### src/rtl/mdio_pkg.sv
package mdio_pkg;
  localparam int REG_AW     = 3;
  localparam int REG_DW     = 16;
  localparam int PHY_W      = 5;
  localparam int PHY_SHIFT  = 8;
  localparam int REGN_W     = 5;
  localparam int REGN_HOLD  = 8;
  localparam int DATA_W     = 16;
  localparam int FRAME_LEN  = 64;
  localparam int RELEASE_AT = 46;
  localparam int RX_FIRST   = FRAME_LEN - DATA_W;
  localparam int DIV_IDX_W  = 4;
  localparam int DIV_W      = 7;
  localparam int CFG_RST    = 8;

  typedef enum logic [REG_AW-1:0] {
    OFF_CFG    = 3'd0,
    OFF_CMD    = 3'd1,
    OFF_ADDR   = 3'd2,
    OFF_WDATA  = 3'd3,
    OFF_RESULT = 3'd4,
    OFF_BUSY   = 3'd5
  } reg_off_e;

  function automatic logic [DIV_W-1:0] div_lookup(input logic [DIV_IDX_W-1:0] idx);
    case (idx)
      4'd0:    div_lookup = 7'd4;
      4'd1:    div_lookup = 7'd4;
      4'd2:    div_lookup = 7'd6;
      4'd3:    div_lookup = 7'd8;
      4'd4:    div_lookup = 7'd10;
      4'd5:    div_lookup = 7'd14;
      4'd6:    div_lookup = 7'd20;
      4'd7:    div_lookup = 7'd28;
      4'd8:    div_lookup = 7'd34;
      4'd9:    div_lookup = 7'd42;
      4'd10:   div_lookup = 7'd50;
      4'd11:   div_lookup = 7'd58;
      4'd12:   div_lookup = 7'd66;
      4'd13:   div_lookup = 7'd74;
      4'd14:   div_lookup = 7'd82;
      default: div_lookup = 7'd98;
    endcase
  endfunction

  function automatic logic [FRAME_LEN-1:0] build_frame(
    input logic              is_read,
    input logic [PHY_W-1:0]  phy,
    input logic [REGN_W-1:0] regn,
    input logic [DATA_W-1:0] data
  );
    if (is_read)
      build_frame = {32'hFFFF_FFFF, 2'b01, 2'b10, phy, regn, 2'b11, {DATA_W{1'b1}}};
    else
      build_frame = {32'hFFFF_FFFF, 2'b01, 2'b01, phy, regn, 2'b10, data};
  endfunction
endpackage

### src/rtl/mdio_clkdiv.sv
module mdio_clkdiv
  import mdio_pkg::*;
(
  input  logic                 clk_i,
  input  logic                 rst_ni,
  input  logic                 run_i,
  input  logic [DIV_IDX_W-1:0] idx_i,
  output logic                 tick_o
);
  logic [DIV_W-1:0] cnt_q;
  logic [DIV_W-1:0] half_m1;

  assign half_m1 = (div_lookup(idx_i) >> 1) - DIV_W'(1);
  assign tick_o  = run_i && (cnt_q == half_m1);

  always_ff @(posedge clk_i or negedge rst_ni) begin
    if (!rst_ni)     cnt_q <= '0;
    else if (!run_i) cnt_q <= '0;
    else if (tick_o) cnt_q <= '0;
    else             cnt_q <= cnt_q + DIV_W'(1);
  end
endmodule

### src/rtl/mdio_frame_engine.sv
module mdio_frame_engine
  import mdio_pkg::*;
#(
  parameter int LEN     = FRAME_LEN,
  parameter int RX_W    = DATA_W,
  parameter int RX_AT   = RX_FIRST,
  parameter int FREE_AT = RELEASE_AT
) (
  input  logic            clk_i,
  input  logic            rst_ni,
  input  logic            start_i,
  input  logic            is_read_i,
  input  logic [LEN-1:0]  frame_i,
  input  logic            abort_i,
  input  logic            tick_i,
  input  logic            mdio_i,
  output logic            busy_o,
  output logic            mdc_o,
  output logic            mdio_o,
  output logic            mdio_oe_o,
  output logic            rd_done_o,
  output logic [RX_W-1:0] rd_data_o
);
  localparam int BIT_W = $clog2(LEN);
  localparam logic [BIT_W-1:0] LAST = BIT_W'(LEN - 1);

  logic             busy_q, mdc_q, rd_q;
  logic [BIT_W-1:0] bit_q;
  logic [LEN-1:0]   sh_q;
  logic [RX_W-1:0]  cap_q;

  assign busy_o    = busy_q;
  assign mdc_o     = mdc_q;
  assign mdio_o    = sh_q[LEN-1];
  assign mdio_oe_o = busy_q && (!rd_q || (bit_q < BIT_W'(FREE_AT)));
  assign rd_done_o = busy_q && tick_i && mdc_q && (bit_q == LAST) && rd_q && !abort_i;
  assign rd_data_o = cap_q;

  always_ff @(posedge clk_i or negedge rst_ni) begin
    if (!rst_ni) begin
      busy_q <= 1'b0;
      mdc_q  <= 1'b0;
      rd_q   <= 1'b0;
      bit_q  <= '0;
      sh_q   <= '0;
      cap_q  <= '0;
    end else if (abort_i) begin
      busy_q <= 1'b0;
      mdc_q  <= 1'b0;
    end else if (start_i && !busy_q) begin
      busy_q <= 1'b1;
      mdc_q  <= 1'b0;
      rd_q   <= is_read_i;
      bit_q  <= '0;
      sh_q   <= frame_i;
    end else if (busy_q && tick_i) begin
      if (!mdc_q) begin
        mdc_q <= 1'b1;
        if (rd_q && bit_q >= BIT_W'(RX_AT)) cap_q <= {cap_q[RX_W-2:0], mdio_i};
      end else begin
        mdc_q <= 1'b0;
        if (bit_q == LAST) begin
          busy_q <= 1'b0;
        end else begin
          bit_q <= bit_q + BIT_W'(1);
          sh_q  <= {sh_q[LEN-2:0], 1'b1};
        end
      end
    end
  end
endmodule

### src/rtl/mdio_regs_master.sv
module mdio_regs_master
  import mdio_pkg::*;
(
  input  logic              clk_i,
  input  logic              rst_ni,
  input  logic              reg_req_i,
  input  logic              reg_we_i,
  input  logic [REG_AW-1:0] reg_addr_i,
  input  logic [REG_DW-1:0] reg_wdata_i,
  output logic [REG_DW-1:0] reg_rdata_o,
  output logic              mdc_o,
  output logic              mdio_o,
  output logic              mdio_oe_o,
  input  logic              mdio_i
);
  logic [DIV_IDX_W-1:0] div_idx_q;
  logic                 cfg_rst_q;
  logic                 cmd_rd_q;
  logic [PHY_W-1:0]     phy_q;
  logic [REGN_HOLD-1:0] regn_q;
  logic [DATA_W-1:0]    wdata_q;
  logic [DATA_W-1:0]    result_q;

  logic busy, tick, rd_done, wr, wr_idle, start_rd, start_wr;
  logic [DATA_W-1:0]    rd_data;
  logic [FRAME_LEN-1:0] frame;

  assign wr       = reg_req_i && reg_we_i;
  assign wr_idle  = wr && !busy;
  assign start_rd = wr_idle && (reg_addr_i == OFF_CMD) && reg_wdata_i[0] && !cfg_rst_q;
  assign start_wr = wr_idle && (reg_addr_i == OFF_WDATA) && !cfg_rst_q;
  assign frame    = build_frame(start_rd, phy_q, regn_q[REGN_W-1:0], reg_wdata_i[DATA_W-1:0]);

  always_ff @(posedge clk_i or negedge rst_ni) begin
    if (!rst_ni) begin
      div_idx_q <= '0;
      cfg_rst_q <= 1'b0;
      cmd_rd_q  <= 1'b0;
      phy_q     <= '0;
      regn_q    <= '0;
      wdata_q   <= '0;
      result_q  <= '0;
    end else begin
      if (wr && reg_addr_i == OFF_CFG) begin
        cfg_rst_q <= reg_wdata_i[CFG_RST];
        if (!busy) div_idx_q <= reg_wdata_i[DIV_IDX_W-1:0];
      end
      if (wr_idle && reg_addr_i == OFF_CMD) cmd_rd_q <= reg_wdata_i[0];
      if (wr_idle && reg_addr_i == OFF_ADDR) begin
        phy_q  <= reg_wdata_i[PHY_SHIFT +: PHY_W];
        regn_q <= reg_wdata_i[REGN_HOLD-1:0];
      end
      if (wr_idle && reg_addr_i == OFF_WDATA) wdata_q <= reg_wdata_i[DATA_W-1:0];
      if (rd_done) result_q <= rd_data;
    end
  end

  always_comb begin
    reg_rdata_o = '0;
    case (reg_addr_i)
      OFF_CFG: begin
        reg_rdata_o[CFG_RST]         = cfg_rst_q;
        reg_rdata_o[DIV_IDX_W-1:0]   = div_idx_q;
      end
      OFF_CMD:    reg_rdata_o[0] = cmd_rd_q;
      OFF_ADDR: begin
        reg_rdata_o[PHY_SHIFT +: PHY_W] = phy_q;
        reg_rdata_o[REGN_HOLD-1:0]      = regn_q;
      end
      OFF_WDATA:  reg_rdata_o[DATA_W-1:0] = wdata_q;
      OFF_RESULT: reg_rdata_o[DATA_W-1:0] = result_q;
      OFF_BUSY:   reg_rdata_o[0] = busy;
      default:    reg_rdata_o = '0;
    endcase
  end

  mdio_clkdiv u_div (
    .clk_i  (clk_i),
    .rst_ni (rst_ni),
    .run_i  (busy && !cfg_rst_q),
    .idx_i  (div_idx_q),
    .tick_o (tick)
  );

  mdio_frame_engine u_eng (
    .clk_i     (clk_i),
    .rst_ni    (rst_ni),
    .start_i   (start_rd || start_wr),
    .is_read_i (start_rd),
    .frame_i   (frame),
    .abort_i   (cfg_rst_q),
    .tick_i    (tick),
    .mdio_i    (mdio_i),
    .busy_o    (busy),
    .mdc_o     (mdc_o),
    .mdio_o    (mdio_o),
    .mdio_oe_o (mdio_oe_o),
    .rd_done_o (rd_done),
    .rd_data_o (rd_data)
  );
endmodule

### config.mk
export PLATFORM = sky130hd
export DESIGN_NAME = mdio_regs_master
export DESIGN_NICKNAME = d
export VERILOG_FILES = /design/src/rtl/mdio_pkg.sv /design/src/rtl/mdio_clkdiv.sv /design/src/rtl/mdio_frame_engine.sv /design/src/rtl/mdio_regs_master.sv
export SDC_FILE = /design/constraint.sdc
export NUM_CORES = 1
export LEC_CHECK = 0
export BUFFER_PORTS_ARGS = -buffer_cell sky130_fd_sc_hd__buf_2
export CORE_MARGIN = 1
export CORE_UTILIZATION = 62
export DETAILED_ROUTE_END_ITERATION = 10
export PLACE_DENSITY = 0.81
export SETUP_SLACK_MARGIN = 0.2
export SLEW_MARGIN = 20
export SYNTH_ARGS = -nofsm -noshare
export SYNTH_HDL_FRONTEND = slang
export SYNTH_HIERARCHICAL = 1
export SYNTH_SLANG_ARGS = --single-unit
export TNS_END_PERCENT = 1
### constraint.sdc
create_clock -name clk_i -period 4.4 [get_ports clk_i]
set_input_delay 0.66 -clock clk_i [delete_from_list [all_inputs] [get_ports clk_i]]
set_output_delay 0.66 -clock clk_i [all_outputs]
set_load 0.01 [all_outputs]
==> impl_metrics.tcl, run 1 <==
set metrics [dict create \
    startpoint "div_idx_q[2]$_DFFE_PN0P_" \
    gr-total-overflow 0 \
    yosys.area.top_type_share_pct 45.3 \
    grt_pass1_wl_um 30800 \
    worst_slack_ns 0.455 \
    path_buf_inv 1 \
    hold_violations 0 \
    drc_errors 0 \
    dpl.cell_count 934 \
    finalSetupViolCount 0 \
    diodes 0 \
    fin_worst_skew_ns 0.00831 \
    grt_pass1_vias 6098 \
    vias_per_cell 6.49 \
    dieWidth_um 116 \
    synthTopCellsByArea "dfrtp_1, mux2_2, and3b_1, a221oi_1, a22oi_1" \
    start_util_pct 64.0 \
    finish.net_count 808 \
    avgSynthCellArea_um2 10.9 \
    cpPeakStageDelay_ns 0.50 \
    critPathLaunchType "register" \
    maxSlewViolCount 0 \
    htreeDepth 4 \
    power_leakage_nw 4.19 \
    ys_seq_elements 147 \
    avgRoutedWirePerCell_um 19.4 \
    boundaryPins 43 \
    ys.flop_type "dfrtp_1" \
    rsz0062_at_grt "no" \
    path_clk_slew_ns 0.06 \
    vias 6269 \
    synthCells 746 \
    reg2reg_to "result_q[5]$_DFFE_PN0P_" \
    endpoint "result_q[5]$_DFFE_PN0P_" \
    maxCapViolCount 0 \
    tightest_slew_ns 0.945 \
    cp.arrival_ns 4.26 \
    cp-end-kind "register" \
    coreArea_um2 12700 \
    total_power_mw 4.56 \
    place_area_um2 8450 \
    area_delta_synth_final_pct 11.7 \
    clock_latency_ns 0.43 \
    firstDrtPassIters 9 \
    hold_class "input pin to async pin" \
    worst_path_max_delay_cell "dfrtp_2" \
    synth_edf_count 0 \
    power.density_nw_per_um2 504 \
    yosysMostFrequentCell "dfrtp_1" \
    rows 41 \
    dp_slack_ns 0.391 \
    status "completed" \
    cts_buffers 17 \
    worstSetupPathDepth 13 \
    first_iter_violations 633 \
    path_cells "nor2b_1 > a211oi_1 > ha_1 > a21boi_0 > and3_1 > o211ai_1 > a311oi_4 > and3_1 > and4b_1 > nand2_1 > nor3_2 > buf_4 > mux2_2" \
    cpMostUsedCell "and3_1" \
    gp_congestion 0.798 \
    drt_wl_total_um 18700 \
    stdcell_count 966 \
    placement.io_buffers 42 \
    crit_family "simple AND/OR/NAND/NOR gates" \
    reg2reg_depth 13 \
    grt.total_usage_pct 29.6 \
    async_flop_share_pct 100 \
    fin_util_pct 71.5 \
    ir_worst_vdd_v 0.000327 \
    ys_seq_area_share_pct 45.3 \
    fmax_ghz 0.253 \
    cts_tree "built" \
    cts_sinks 147 \
    ant_nets 0 \
    layout-drive-gt1-share_pct 24.1 \
    die_h_um 116 \
    setup_tns_ns 0 \
    post_synth_instance_area_um2 8110 \
    antenna_found_initial 0 \
    fp.dieArea_um2 13500 \
    rrSetupSlack_ns 0.45 \
    yosys_warnings 6 \
    synth_top_area_cell "dfrtp_1" \
    synth.distinct_cells 66 \
    critPathMaxFanout 16 \
    cts.path.max_buffers 2 \
    dp_hpwl_um 11200 \
    critPathRequiredTime_ns 4.71 \
    timing.final.crit_share_pct 89.7 \
    worstSetupPathType "register to register" \
    hold_slack_ns 0.288 \
    cts_root_buf "clkbuf_16" \
    synth_common_cells "dfrtp_1, nor2_1, a22oi_1, and3b_1, mux2_2" \
    grt_max_degree 94 \
    design_area_um2 9060 \
    timing.final.crit_period_ns 3.95 \
    timing.rr.start "div_idx_q[2]$_DFFE_PN0P_" \
    relSlewSlack_pct 36.8 \
]
[layout make-up]
cell class	count	area, um2
Clock buffer	17	425
Tap cell	172	215
Inverter	6	22.5
Fill cell	904	3610
Clock inverter	15	170
Timing Repair Buffer	60	364
Multi-Input combinational cell	549	4180
Sequential cell	147	3680
[registers in the layout, summed over array words and instances (netlist names)]
name             count
u_eng/busy_o         1
u_eng/rd_q           1
regn_q               8
wdata_q             16
div_idx_q            4
u_eng/rd_data_o     16
cfg_rst_q            1
cmd_rd_q             1
u_div/cnt_q          7
u_eng/bit_q          6
phy_q                5
result_q            16
u_eng/mdc_o          1
u_eng/sh_q          64
[worst min path at each step]
stage / from / endpoint / slack (ns) / depth (start not counted)
floorplan: rst_ni / cfg_rst_q$_DFFE_PN0P_ / 0.36 / 0
global placement: cmd_rd_q$_DFFE_PN0P_ / cmd_rd_q$_DFFE_PN0P_ / 0.48 / 1
detailed placement: regn_q[7]$_DFFE_PN0P_ / regn_q[7]$_DFFE_PN0P_ / 0.49 / 1
CTS: rst_ni / u_div/cnt_q[6]$_DFF_PN0_ / 0.34 / 1
global route: rst_ni / div_idx_q[3]$_DFFE_PN0P_ / 0.39 / 1
finish: rst_ni / div_idx_q[3]$_DFFE_PN0P_ / 0.29 / 1
[report_power, final]
part	switching, mW	internal (mW)
Combinational	0.462	0.534
Sequential	0.329	1.78
Clock	0.614	0.850
Total	1.40	3.16
[cells by family after synthesis]
kind of cell | count (synthesis) | synth area share (%)
mux | 86 | 12.1
fa+ha+maj | 3 | 0.463
compound gates | 181 | 18.2
other cells | 2 | 0.0926
buf+inv | 83 | 5.17
xor+xnor | 10 | 1.08
flops | 147 | 45.3
simple gates | 234 | 17.6
[worst reg2reg max path, delay by kind of cell (launching register included)]
kind	cells	cell delay, ns
simple gates	6	1.32
compound gates	4	1.10
flops	1	0.50
mux	1	0.38
fa+ha+maj	1	0.27
buf+inv	1	0.27
[metal layers]
layer	track usage (%)	share of wire [%]
met1	39.0	42
met2	48.2	50
met3	6.43	5.4
met4	10.7	2.3
met5	0	0
[what timing repair did]
| item | CTS | global route |
|---|---|---|
| hold buffers | 0 | 0 |
| resized for setup | 0 | 3 |
| setup endpoints to repair | 0 | 69 |
| setup buffers | 0 | 0 |
[placed cells by master, fill, tap and decap left out, types with 4 or more instances in the layout]
master,count
a211oi_1,7
a21oi_1,9
a221oi_1,54
a221oi_2,10
a22oi_1,63
and3_1,5
and3b_1,63
buf_2,41
buf_4,17
clkbuf_16,17
clkinv_4,5
conb_1,35
dfrtp_1,145
inv_1,6
inv_6,7
mux2_2,58
mux2_4,10
mux2i_1,18
nand2_1,31
nand2b_1,16
nand3_1,6
nor2_1,74
nor2b_1,4
nor3_1,5
o21ai_0,13
o22ai_1,4
xnor2_1,6
Power figures use the tool's default switching activity.
==> run 2, diff against run 1 <==
--- a/config.mk
+++ b/config.mk
@@ -6,10 +6,12 @@
 export NUM_CORES = 1
 export LEC_CHECK = 0
 export BUFFER_PORTS_ARGS = -buffer_cell sky130_fd_sc_hd__buf_2
+export CELL_PAD_IN_SITES_DETAIL_PLACEMENT = 0
+export CELL_PAD_IN_SITES_GLOBAL_PLACEMENT = 1
 export CORE_MARGIN = 1
-export CORE_UTILIZATION = 62
+export CORE_UTILIZATION = 50
 export DETAILED_ROUTE_END_ITERATION = 10
-export PLACE_DENSITY = 0.81
+export PLACE_DENSITY_LB_ADDON = 0.1
 export SETUP_SLACK_MARGIN = 0.2
 export SLEW_MARGIN = 20
 export SYNTH_ARGS = -nofsm -noshare
==> run 2 against run 1 <==
Critical path depth stayed put. Critical path type unchanged. Fmax is 2.7% higher. Clock-buffer cell count stayed put. Sequential power hardly changed. Worst hold slack better by 0.0057 ns. Clock power hardly changed. Total power is 0.72% lower.
==> impl_metrics.tcl, run 2 (synthesis gave the netlist of run 1 again) <==
set metrics [dict create \
    status "completed" \
    startpoint "div_idx_q[2]$_DFFE_PN0P_" \
    placement.io_buffers 42 \
    dp_slack_ns 0.348 \
    cts_sinks 147 \
    timing.final.crit_share_pct 87.3 \
    firstDrtPassIters 4 \
    reg2reg_depth 13 \
    power.density_nw_per_um2 498 \
    fin_util_pct 57.3 \
    gr-total-overflow 0 \
    area_delta_synth_final_pct 12.2 \
    place_area_um2 8500 \
    worst_path_max_delay_cell "dfrtp_1" \
    cp.arrival_ns 4.15 \
    timing.rr.start "div_idx_q[2]$_DFFE_PN0P_" \
    critPathRequiredTime_ns 4.70 \
    clock_latency_ns 0.42 \
    rows 46 \
    antenna_found_initial 0 \
    cts_root_buf "clkbuf_16" \
    dp_hpwl_um 11600 \
    largest_reg_flops 64 \
    top_register "u_eng/sh_q" \
    path_clk_slew_ns 0.07 \
    first_iter_violations 576 \
    grt_pass1_vias 5970 \
    die_h_um 129 \
    maxCapViolCount 0 \
    finalSetupViolCount 0 \
    hold_violations 0 \
    vias_per_cell 5.97 \
    path_cells "nor2b_1 > a221o_1 > ha_1 > and4bb_2 > o21ai_0 > o21ai_0 > xnor2_2 > and3_2 > and4b_1 > nand2_1 > nor3_2 > buf_4 > mux2_2" \
    power_leakage_nw 4.18 \
    ir_worst_vdd_v 0.000298 \
    drc_errors 0 \
    setup_tns_ns 0 \
    layout_common_cells "dfrtp_1, nor2_1, and3b_1, a22oi_1, mux2_2" \
    gp_congestion 0.789 \
    drt_wl_total_um 19500 \
    hold_class "input pin to async pin" \
    fillers 1383 \
    htreeDepth 4 \
    layout-drive-gt1-share_pct 24.0 \
    fin_worst_skew_ns 0.00878 \
    cp-end-kind "register" \
    avgRoutedWirePerCell_um 19.3 \
    cts_tree "built" \
    critPathLaunchType "register" \
    grt_pass1_wl_um 32400 \
    cts_buffers 17 \
    grt.total_usage_pct 25.0 \
    endpoint "result_q[13]$_DFFE_PN0P_" \
    final_common_cell "dfrtp_1" \
    grt_max_degree 89 \
    coreArea_um2 15900 \
    worst_slack_ns 0.558 \
    cpPeakStageDelay_ns 0.52 \
    ant_nets 0 \
    relSlewSlack_pct 44.0 \
    dpl.cell_count 975 \
    start_util_pct 51.1 \
    timing.final.crit_period_ns 3.84 \
    multi_input_area_um2 4180 \
    cpMostUsedCell "o21ai_0" \
    reg2reg_to "result_q[13]$_DFFE_PN0P_" \
    design_area_um2 9100 \
    rrSetupSlack_ns 0.56 \
    tightest_slew_ns 0.839 \
    critPathMaxFanout 16 \
    seq_area_um2 3680 \
    dieWidth_um 129 \
    fmax_ghz 0.260 \
    finish.net_count 806 \
    vias 6020 \
    diodes 0 \
    worstSetupPathType "register to register" \
    rsz0062_at_grt "no" \
    boundaryPins 43 \
    cts.path.max_buffers 2 \
    fp.dieArea_um2 16700 \
    stdcell_count 1008 \
    maxSlewViolCount 0 \
    cts_hold_buf 0 \
]
run 2: critical path: cells and delay by family (launching register included):
family          cells  cell delay [ns]
compound gates      3             0.64
xor+xnor            1             0.36
fa+ha+maj           1             0.23
buf+inv             1             0.26
flops               1             0.52
mux                 1             0.37
simple gates        6             1.33
run 2: cell type report:
class                      count  area share, %
clock buffer                  17           4.67
clock inverter                15           1.72
inverter                       6          0.247
multi-input combinational    549           45.9
sequential                   147           40.4
tap                          216           2.97
timing repair buffer          58           4.01
run 2: through the flow:
stage | power (mW) | hold slack, ns
final | 4.53 | 0.293
after global routing | 4.80 | 0.378
after CTS | 4.55 | 0.352
after detailed placement | 3.10 | 0.495
after global placement | 3.05 | 0.483
after floorplan | 2.82 | 0.364
run 2: per-layer routing:
layer,share of wire (%),vias to the layer above,GRT usage (%)
met3,3.7,14,4.79
met4,0.97,0,7.06
li1,-,2828,-
met5,0,-,0
met1,48,3062,36.3
met2,47,116,38.1
run 2: worst min-delay path by stage:
stage | startpoint | to | slack [ns] | cells past startpoint
final | rst_ni | wdata_q[9]$_DFFE_PN0P_ | 0.29 | 1
after global routing | rst_ni | u_div/cnt_q[4]$_DFF_PN0_ | 0.38 | 1
after CTS | rst_ni | div_idx_q[0]$_DFFE_PN0P_ | 0.35 | 1
after detailed placement | result_q[4]$_DFFE_PN0P_ | result_q[4]$_DFFE_PN0P_ | 0.50 | 1
after global placement | cmd_rd_q$_DFFE_PN0P_ | cmd_rd_q$_DFFE_PN0P_ | 0.48 | 1
after floorplan | rst_ni | cfg_rst_q$_DFFE_PN0P_ | 0.36 | 0
run 2: what timing repair did:
action | 4_1_cts | 5_1_grt
endpoints found under the setup margin | 0 | 100
resized for setup | 0 | 5
buffers inserted | 0 | 1
run 2: where the power goes:
| group | switching [mW] | leakage, nW | internal, mW |
|---|---|---|---|
| logic | 0.453 | 2.06 | 0.541 |
| registers | 0.331 | 1.84 | 1.78 |
| clock network | 0.629 | 0.284 | 0.803 |
